## src/rtl/strio_pkg.sv

```systemverilog
package strio_pkg;
  localparam int XW  = 32;  // index / data width
  localparam int PW  = 16;  // port number width
  localparam int SW  = 3;   // segment code width
  localparam int NBW = 3;   // byte-count width
  localparam int EW  = 16;  // error code width

  localparam logic [SW-1:0] SEG_ES = 3'd0;
  localparam logic [SW-1:0] SEG_DS = 3'd3;

  typedef enum logic [2:0] {
    ST_IDLE, ST_PERM, ST_PROBE, ST_PIN, ST_STORE, ST_LOAD, ST_POUT, ST_FIN
  } st_e;

  typedef enum logic [1:0] {
    FK_NONE = 2'd0, FK_GP = 2'd1, FK_MEM = 2'd2
  } fkind_e;

  function automatic logic [NBW-1:0] elem_bytes(input logic byte_form, input logic op32);
    if (byte_form) return 3'd1;
    return op32 ? 3'd4 : 3'd2;
  endfunction

  function automatic logic [XW-1:0] width_mask(input logic [NBW-1:0] nb);
    case (nb)
      3'd1:    return 32'h0000_00FF;
      3'd2:    return 32'h0000_FFFF;
      default: return 32'hFFFF_FFFF;
    endcase
  endfunction

  function automatic logic [XW-1:0] next_index(input logic [XW-1:0] idx, input logic [NBW-1:0] nb,
                                               input logic df, input logic a32);
    logic [XW-1:0] delta;
    logic [XW-1:0] full;
    logic [15:0]   low;
    delta = {{(XW-NBW){1'b0}}, nb};
    full  = df ? idx - delta : idx + delta;
    low   = df ? idx[15:0] - delta[15:0] : idx[15:0] + delta[15:0];
    return a32 ? full : {idx[XW-1:16], low};
  endfunction

  function automatic logic [XW-1:0] eff_addr(input logic [XW-1:0] idx, input logic a32);
    return a32 ? idx : {{(XW-16){1'b0}}, idx[15:0]};
  endfunction
endpackage

```

## src/rtl/strio_priv_gate.sv

```systemverilog
module strio_priv_gate #(
  parameter int LW = 2
) (
  input  logic          prot_en,
  input  logic          v86,
  input  logic [LW-1:0] cpl,
  input  logic [LW-1:0] iopl,
  output logic          need_chk
);
  assign need_chk = prot_en && (v86 || (cpl > iopl));
endmodule

```

## src/rtl/strio_index_step.sv

```systemverilog
module strio_index_step
  import strio_pkg::*;
(
  input  logic [XW-1:0]  idx,
  input  logic [NBW-1:0] nb,
  input  logic           df,
  input  logic           a32,
  output logic [XW-1:0]  idx_nxt,
  output logic [XW-1:0]  addr
);
  assign idx_nxt = next_index(idx, nb, df, a32);
  assign addr    = eff_addr(idx, a32);
endmodule

```

## src/rtl/strio_seq.sv

```systemverilog
module strio_seq
  import strio_pkg::*;
(
  input  logic           clk,
  input  logic           rst_n,
  input  logic           start,
  input  logic           dir_ins,
  input  logic           byte_form,
  input  logic           op32,
  input  logic           addr32,
  input  logic           dflag,
  input  logic [31:0]    di_in,
  input  logic [31:0]    si_in,
  input  logic [31:0]    dx_in,
  input  logic           seg_ovr_vld,
  input  logic [2:0]     seg_ovr,
  input  logic           prot_en,
  input  logic           v86,
  input  logic [1:0]     cpl,
  input  logic [1:0]     iopl,
  output logic           perm_req,
  output logic [15:0]    perm_port,
  output logic [2:0]     perm_size,
  input  logic           perm_ack,
  input  logic           perm_ok,
  output logic           mem_req,
  output logic           mem_we,
  output logic [2:0]     mem_seg,
  output logic [31:0]    mem_addr,
  output logic [2:0]     mem_size,
  output logic [31:0]    mem_wdata,
  input  logic           mem_ack,
  input  logic           mem_fault,
  input  logic [15:0]    mem_ferr,
  input  logic [31:0]    mem_rdata,
  output logic           io_req,
  output logic           io_we,
  output logic [15:0]    io_port,
  output logic [2:0]     io_size,
  output logic [31:0]    io_wdata,
  input  logic           io_ack,
  input  logic [31:0]    io_rdata,
  output logic           done,
  output logic [1:0]     fault_kind,
  output logic [15:0]    err_code,
  output logic [31:0]    new_di,
  output logic [31:0]    new_si
);
  st_e            state;
  logic           ins_q, a32_q, df_q, probed_q;
  logic [NBW-1:0] nb_q;
  logic [SW-1:0]  seg_q;
  logic [PW-1:0]  port_q;
  logic [XW-1:0]  di_q, si_q, data_q;
  fkind_e         fk_q;
  logic [EW-1:0]  ec_q;

  // named internal events
  logic           need_chk;
  logic           accept;
  logic [XW-1:0]  idx_sel, idx_nxt, addr_cur;

  assign accept  = (state == ST_IDLE) && start;
  assign idx_sel = ins_q ? di_q : si_q;

  strio_priv_gate #(.LW(2)) u_priv (
    .prot_en (prot_en),
    .v86     (v86),
    .cpl     (cpl),
    .iopl    (iopl),
    .need_chk(need_chk)
  );

  strio_index_step u_step (
    .idx    (idx_sel),
    .nb     (nb_q),
    .df     (df_q),
    .a32    (a32_q),
    .idx_nxt(idx_nxt),
    .addr   (addr_cur)
  );

  always_ff @(posedge clk or negedge rst_n) begin
    if (!rst_n) begin
      state    <= ST_IDLE;
      ins_q    <= 1'b0;
      a32_q    <= 1'b0;
      df_q     <= 1'b0;
      probed_q <= 1'b0;
      nb_q     <= 3'd1;
      seg_q    <= SEG_ES;
      port_q   <= '0;
      di_q     <= '0;
      si_q     <= '0;
      data_q   <= '0;
      fk_q     <= FK_NONE;
      ec_q     <= '0;
    end else begin
      case (state)
        ST_IDLE: if (start) begin
          ins_q    <= dir_ins;
          a32_q    <= addr32;
          df_q     <= dflag;
          nb_q     <= elem_bytes(byte_form, op32);
          seg_q    <= dir_ins ? SEG_ES : (seg_ovr_vld ? seg_ovr : SEG_DS);
          port_q   <= dx_in[PW-1:0];
          di_q     <= di_in;
          si_q     <= si_in;
          probed_q <= 1'b0;
          fk_q     <= FK_NONE;
          ec_q     <= '0;
          if (need_chk)     state <= ST_PERM;
          else if (dir_ins) state <= ST_PROBE;
          else              state <= ST_LOAD;
        end
        ST_PERM: if (perm_ack) begin
          if (!perm_ok) begin
            fk_q  <= FK_GP;
            ec_q  <= '0;
            state <= ST_FIN;
          end else begin
            state <= ins_q ? ST_PROBE : ST_LOAD;
          end
        end
        ST_PROBE: if (mem_ack) begin
          if (mem_fault) begin
            fk_q  <= FK_MEM;
            ec_q  <= mem_ferr;
            state <= ST_FIN;
          end else begin
            probed_q <= 1'b1;
            state    <= ST_PIN;
          end
        end
        ST_PIN: if (io_ack) begin
          data_q <= io_rdata & width_mask(nb_q);
          state  <= ST_STORE;
        end
        ST_STORE: if (mem_ack) begin
          if (mem_fault) begin
            fk_q <= FK_MEM;
            ec_q <= mem_ferr;
          end else begin
            di_q <= idx_nxt;
          end
          state <= ST_FIN;
        end
        ST_LOAD: if (mem_ack) begin
          if (mem_fault) begin
            fk_q  <= FK_MEM;
            ec_q  <= mem_ferr;
            state <= ST_FIN;
          end else begin
            data_q <= mem_rdata & width_mask(nb_q);
            state  <= ST_POUT;
          end
        end
        ST_POUT: if (io_ack) begin
          si_q  <= idx_nxt;
          state <= ST_FIN;
        end
        default: state <= ST_IDLE;
      endcase
    end
  end

  assign perm_req  = (state == ST_PERM);
  assign perm_port = port_q;
  assign perm_size = nb_q;

  assign mem_req   = (state == ST_PROBE) || (state == ST_STORE) || (state == ST_LOAD);
  assign mem_we    = (state != ST_LOAD);
  assign mem_seg   = seg_q;
  assign mem_addr  = addr_cur;
  assign mem_size  = nb_q;
  assign mem_wdata = (state == ST_STORE) ? data_q : '0;

  assign io_req    = (state == ST_PIN) || (state == ST_POUT);
  assign io_we     = (state == ST_POUT);
  assign io_port   = port_q;
  assign io_size   = nb_q;
  assign io_wdata  = data_q;

  assign done       = (state == ST_FIN);
  assign fault_kind = fk_q;
  assign err_code   = ec_q;
  assign new_di     = di_q;
  assign new_si     = si_q;

  // no query when the privilege gate says none is needed
  assert_query_rule_R1: assert property (@(posedge clk) disable iff (!rst_n)
    (accept && !need_chk) |=> !perm_req);

  // a denial ends the operation with a GP fault
  assert_gp_blocks_R2: assert property (@(posedge clk) disable iff (!rst_n)
    (perm_req && perm_ack && !perm_ok) |=> (done && fault_kind == FK_GP && !mem_req && !io_req));

  // the port is read only after a successful probe
  assert_port_after_probe_R3: assert property (@(posedge clk) disable iff (!rst_n)
    (io_req && !io_we) |-> probed_q);

  // port-to-memory traffic always targets ES
  assert_ins_es_R4: assert property (@(posedge clk) disable iff (!rst_n)
    (mem_req && ins_q) |-> (mem_seg == SEG_ES));

  // done is a single-cycle pulse
  assert_single_done_R9: assert property (@(posedge clk) disable iff (!rst_n)
    done |=> !done);

  // a pending memory request holds its attributes
  assert_req_held_R10: assert property (@(posedge clk) disable iff (!rst_n)
    (mem_req && !mem_ack) |=> (mem_req && $stable(mem_addr) && $stable(mem_we)));

  // requests are mutually exclusive
  assert_excl_R10: assert property (@(posedge clk) disable iff (!rst_n)
    $onehot0({perm_req, mem_req, io_req}));
endmodule

```

## config.mk

```make
export PLATFORM = sky130hd
export DESIGN_NAME = strio_seq
export DESIGN_NICKNAME = d
export VERILOG_FILES = /design/src/rtl/strio_pkg.sv /design/src/rtl/strio_priv_gate.sv /design/src/rtl/strio_index_step.sv /design/src/rtl/strio_seq.sv
export SDC_FILE = /design/constraint.sdc
export NUM_CORES = 1
export LEC_CHECK = 0
export ABC_AREA = 1
export CAP_MARGIN = 20
export CORE_AREA = 4 4 214 112
export DETAILED_ROUTE_END_ITERATION = 7
export DIE_AREA = 0 0 218 116
export PLACE_DENSITY = 0.89
export SKIP_CTS_REPAIR_TIMING = 1
export SYNTH_ARGS = -nofsm -noshare
export SYNTH_HDL_FRONTEND = slang
export SYNTH_SLANG_ARGS = --single-unit
```

## constraint.sdc

```tcl
create_clock -name clk -period 5.3 [get_ports clk]
set_input_delay 0.795 -clock clk [delete_from_list [all_inputs] [get_ports clk]]
set_output_delay 0.795 -clock clk [all_outputs]
set_load 0.05 [all_outputs]
```

# Word-level counts from Yosys, hierarchy flattened
# Cells that the tools add are included.
# Widths: inputs -> output; s select.
[word_totals] regBits=142 output_inout_bits=228 word_cells=115
[classes] n_addsub=4 n_lt_le_gt_ge=1 eq_ne=22 mux=57 bitwise_logic=2 n_reduce_logical=17
[ops] operator="$mux 32" count=18
[ops] operator="$pmux 32 s2" count=4
[ops] operator="$mux 16" count=6
[ops] operator="$and 32x32->32" count=2
[ops] operator="$mux 3" count=17
[ops] operator="$pmux 16 s3" count=1
[ops] operator="$add 32x3->32" count=1
[ops] operator="$sub 32x3->32" count=1
[ops] operator="$pmux 3 s7" count=1
[ops] operator="$add 16x3->16" count=1
[ops] operator="$ne 2x2->1 const B" count=8
[ops] operator="$sub 16x3->16" count=1
[ops] operator="$eq 3x3->1 const B" count=4
[ops] operator="$mux 2" count=5
[ops] operator="$eq 3x2->1 const B" count=3
[ops] operator="$ne 2x1->1 const B" count=4
[ops] operator="$reduce_and 4->1" count=2
[ops] operator="$reduce_and 7->1" count=1
[ops] operator="$eq 3x1->1 const B" count=2
[ops] operator="$pmux 2 s3" count=1
[ops] operator="$reduce_and 6->1" count=1
[ops] operator="$reduce_bool 2->1" count=3
[ops] operator="$logic_or 1x1->1" count=4
[ops] operator="$mux 1" count=4
[ops] operator="other kinds (8)" count=8

# Logic depth before layout (Yosys ltp)
[logic_depth] depth_word=9 mapped_depth=21 depth_no_buf=20

# Cells and area by module
# Synthesis repeated with hierarchy kept, for this count alone.
[unflattened] cells_unflattened=1740 hier_area_um2=10789.1
[modules_own_cells] module="strio_seq" instances=1 cells_each=1119 area_per_inst_um2=7772.5 seq_area_each_um2=3554.7
[modules_own_cells] module="strio_index_step" instances=1 cells_each=608 area_per_inst_um2=2945.3 seq_area_each_um2=0.0
[modules_own_cells] module="strio_priv_gate" instances=1 cells_each=13 area_per_inst_um2=71.3 seq_area_each_um2=0.0

# Worst setup path after synthesis
# Ideal clock, no wire load.
[synth_timing] path_type="register to register" from="register nb_q[1], in the netlist io_size[1]" to="register si_q[28], in the netlist new_si[28]" setup_time_ns=0.118 t_arrival_ns=3.571 t_required_ns=5.182 setup_slack_ns=1.611 path_stages_with_launch=13 path_buffers=0 cell_sequence="dfrtp_1 o31ai_1 ha_1 nand2_1 inv_1 a21oi_1 nand3_1 nand2_1 nand3_1 nand3_1 nand3_1 nand2_1 nand2_1"
[synth_via] elab_chain_cells=5 elab_cells_between_ends=6 classes_between="add/sub: 2; mux: 4"
[synth_lines] element="start: declaration" line="strio_seq.sv:51" source="logic [NBW-1:0] nb_q;"
[synth_lines] element="start signal: assignment" line="strio_seq.sv:104" source="nb_q <= elem_bytes(byte_form, op32);"
[synth_lines] element="$add 32x3->32 or $sub 32x3->32 (tied branches)" line="strio_pkg.sv:38" source="full = df ? idx - delta : idx + delta;"
[synth_lines] element="$mux 32 *" line="strio_pkg.sv:38"
[synth_lines] element="$mux 32 *" line="strio_pkg.sv:40" source="return a32 ? full : {idx[XW-1:16], low};"
[synth_lines] element="$mux 32 *" line="strio_seq.sv:158" source="ST_POUT: if (io_ack) begin"
[synth_lines] element="$pmux 32 s2 *" line="strio_seq.sv:99" source="case (state)"
[synth_lines] element="end signal: assignment" line="strio_seq.sv:108" source="si_q <= si_in;"
[synth_lines] element="end signal: assignment" line="strio_seq.sv:159" source="si_q <= idx_nxt;"
[synth_lines] element="end: declaration" line="strio_seq.sv:54" source="logic [XW-1:0] di_q, si_q, data_q;"
# Every way passes the cells marked *; elsewhere a longest branch is shown, timed or not. The select of a mux whose other input is x is not followed.
# A chain may end at the register's enable or synchronous reset.

# Final worst setup path
[layout_timing] from="register ins_q" to="output port mem_addr[17]"
[layout_via] elab_chain_cells=2
[layout_lines] element="start: declaration" line="strio_seq.sv:50" source="logic ins_q, a32_q, df_q, probed_q;"
[layout_lines] element="start signal: assignment" line="strio_seq.sv:101" source="ins_q <= dir_ins;"
[layout_lines] element="$mux 32" line="strio_seq.sv:64" source="assign idx_sel = ins_q ? di_q : si_q;"
[layout_lines] element="$mux 32" line="strio_pkg.sv:44" source="return a32 ? idx : {{(XW-16){1'b0}}, idx[15:0]};"
[layout_lines] element="end: declaration" line="strio_seq.sv:29" source="output logic [31:0] mem_addr,"
# Every way passes these cells.

==> run_results.csv <==
group,metric,value,unit
yosys,yosys_register_bits,142,
timing,hold_viol_final,0,
min_path,hold_class,"in2async",
critical_path,reg2reg_depth,17,
floorplanning,die_width,218,µm
placement,portBuffers,410,
yosys,synth_edf_count,0,
timing,fin_crit,3.84,ns
finish,diodes,0,
global_routing,grt_max_degree,100,
yosys,synthFlopType,"dfrtp_1",
timing,rsz0062_at_grt,"no",
finish,syn_to_final_growth,48.1,%
timing,finClkSkew,0.0114,ns
route,ant_nets,0,
yosys,synth_nets,1817,
critical_path,slowest_delay,0.84,ns
timing,period_share,72.4,%
route,drc,0,
global_routing,grt_pass1_wl,63600,µm
global_routing,track_usage,32.7,%
floorplanning,rows,39,
route,routedWlPerCell,19.2,µm
yosys,syn_avg_cell_area,6.49,µm²
finish,drive_gt1_share,4.01,%
yosys,synth_area_leaders,"dfrtp_1 35%, nand2_1 17%, inv_1 8.5%, nor2_1 8.3%, o21ai_0 5.4%",
route,drtIter0Drc,1442,
clock_tree,cts_num_sinks,142,
yosys,yosys-top-cells-count,"470 x nand2_1, 231 x inv_1, 226 x nor2_1",
yosys,ys_warn_count,0,
clock_tree,cts.path.max_buffers,2,
yosys,yosysTopAreaCell,"dfrtp_1",
floorplanning,pin_count,427,
critical_path,setup.worst_path.class,"reg2out",
critical_path,worstPathMaxFanout,19,
clock_tree,cts.htree.levels,4,
yosys,synth-seq-area-share,34.8,%
global_routing,grt_pass1_vias,11140,
yosys,syn_inst,1574,
critical_path,worstSetupStartpointType,"flip-flop",
critical_path,crit_chain,"inv_1, or2_2, o21ai_0, nor2_1, clkdlybuf4s50_1",
yosys,netlist.area_leader.share,34.6,%
finish,ff_latch_area,3550,µm²
route,routed_wl,43200,µm
floorplanning,die_y,116,µm
timing,max_slew.worst_pin.slew,1.12,ns
finish,multi_input_area,5390,µm²
finish,layout.nets,2177,
yosys,netlist_area,10200,µm²
clock_tree,cts_buffers,17,
clock_tree,cts.clk_slew.worst_paths,0.06,ns
critical_path,cpMaxStageDelayCell,"clkdlybuf4s50_1",
critical_path,end_kind,"primary output",
yosys,async_reset_ff_share,100,%
placement,dp_hpwl,33100,µm
critical_path,required,4.51,ns
run,drv_cap,0,
clock_tree,cts_tree,"yes",
route,firstDrtPassIters,6,
timing,finalMaxSlewViolations,0,
finish,nFillCells,1810,
critical_path,cp-startpoint,"ins_q",
route,dr_total_vias,11998,
timing,fmax,0.261,GHz
status,outcome,"completed",
route,vias_per_cell,5.33,
floorplanning,initial_core_util,45.9,%
yosys,synth.distinct_cells,39,
yosys,synth_most_common_cell,"nand2_1",
timing,finalSetupViolations,0,
floorplanning,core,22300,µm²
critical_path,cp.arrival,3.04,ns
floorplanning,dieArea,25300,µm²
timing,slew_headroom,25.0,%
timing,tns,0,ns
clock_tree,clk_latency,0.44,ns
global_routing,antenna_found_initial,4,
clock_tree,cts_root_buffer,"clkbuf_16",
critical_path,r2r-start,"io_size[0]",
placement,gp_congestion,1.00,
global_routing,overflow,0,
[registers in the layout, indices dropped and copies added (netlist names)]
signal      cells
a32_q           1
mem_seg         3
ins_q           1
state           3
io_port        16
io_wdata       32
df_q            1
io_size         3
new_di         32
err_code       16
new_si         32
fault_kind      2
[cells in the final DEF (no fill, tap or decap), types with 3 or more instances in the layout]
master / n
a21oi_1: 45
a31oi_1: 10
and2_1: 3
buf_4: 14
bufinv_16: 7
clkbuf_16: 17
clkdlybuf4s50_1: 409
dfrtp_1: 141
ha_1: 43
inv_1: 231
inv_2: 3
nand2_1: 469
nand3_1: 89
nor2_1: 225
nor3_1: 5
o2111ai_1: 5
o211ai_1: 35
o21a_1: 11
o21ai_0: 110
o21ai_1: 9
o22ai_1: 4
or2_2: 19
xnor2_1: 8
xor2_1: 7
[final timing paths]
check | slack, ns | to
setup reg to reg | 1.50 | new_di[30]
hold reg to reg | 0.50 | mem_seg[0]
setup / recovery | 1.46 | mem_addr[17]
hold / removal | 0.45 | new_si[15]
max in group asynchronous | 3.61 | err_code[11]
min in group clk | 0.50 | mem_seg[0]
[final cells by class]
class | instances | area share (%)
tap | 307 | 2.54
clock inverter | 11 | 1.56
inverter | 234 | 5.81
clock buffer | 20 | 2.95
sequential | 142 | 23.5
multi-input combinational | 1114 | 35.6
timing repair buffer | 425 | 28.0
[metal layers]
metal | GRT usage [%] | part of all wire (%) | up-vias
met5 | 0 | 0.086 | -
met2 | 46.7 | 42 | 670
met3 | 12.1 | 12 | 87
met4 | 8.46 | 2.0 | 8
met1 | 46.8 | 44 | 5614
li1 | - | - | 5619
[critical path, delay by kind of cell (launching register included)]
kind / cells / cell delay, ns
flops: 1 / 0.48
simple gates: 2 / 0.44
compound gates: 1 / 0.29
buf+inv: 2 / 1.39
[stage by stage]
stage	setup slack, ns	cells	util, %	hold WS, ns	cell area [µm²]
final	1.46	2253	68.0	0.449	15100
after global routing	1.29	2253	68.0	0.512	15100
after CTS	1.48	2252	67.9	0.494	15100
after detailed placement	1.13	2221	64.8	0.481	14400
after global placement	1.25	2221	64.8	0.464	14400
after floorplan	1.61	1574	-	0.499	10200
[kinds of logic (layout without fill, tap and decap cells)]
logic type	count (synthesis)	in the layout	synth area share [%]
AO/OA/AOI/OAI	236	236	13.4
XOR/XNOR	15	15	1.29
buffers and inverters	318	690	12.7
adder cells (fa/ha/maj)	44	44	5.47
multiplexers	1	1	0.0980
AND/OR/NAND/NOR	818	818	32.2
flip-flops	142	142	34.8
Power is left out: the tool's default activity adds up to more than one toggle a clock period on the data nets, which glitch-free logic cannot reach.
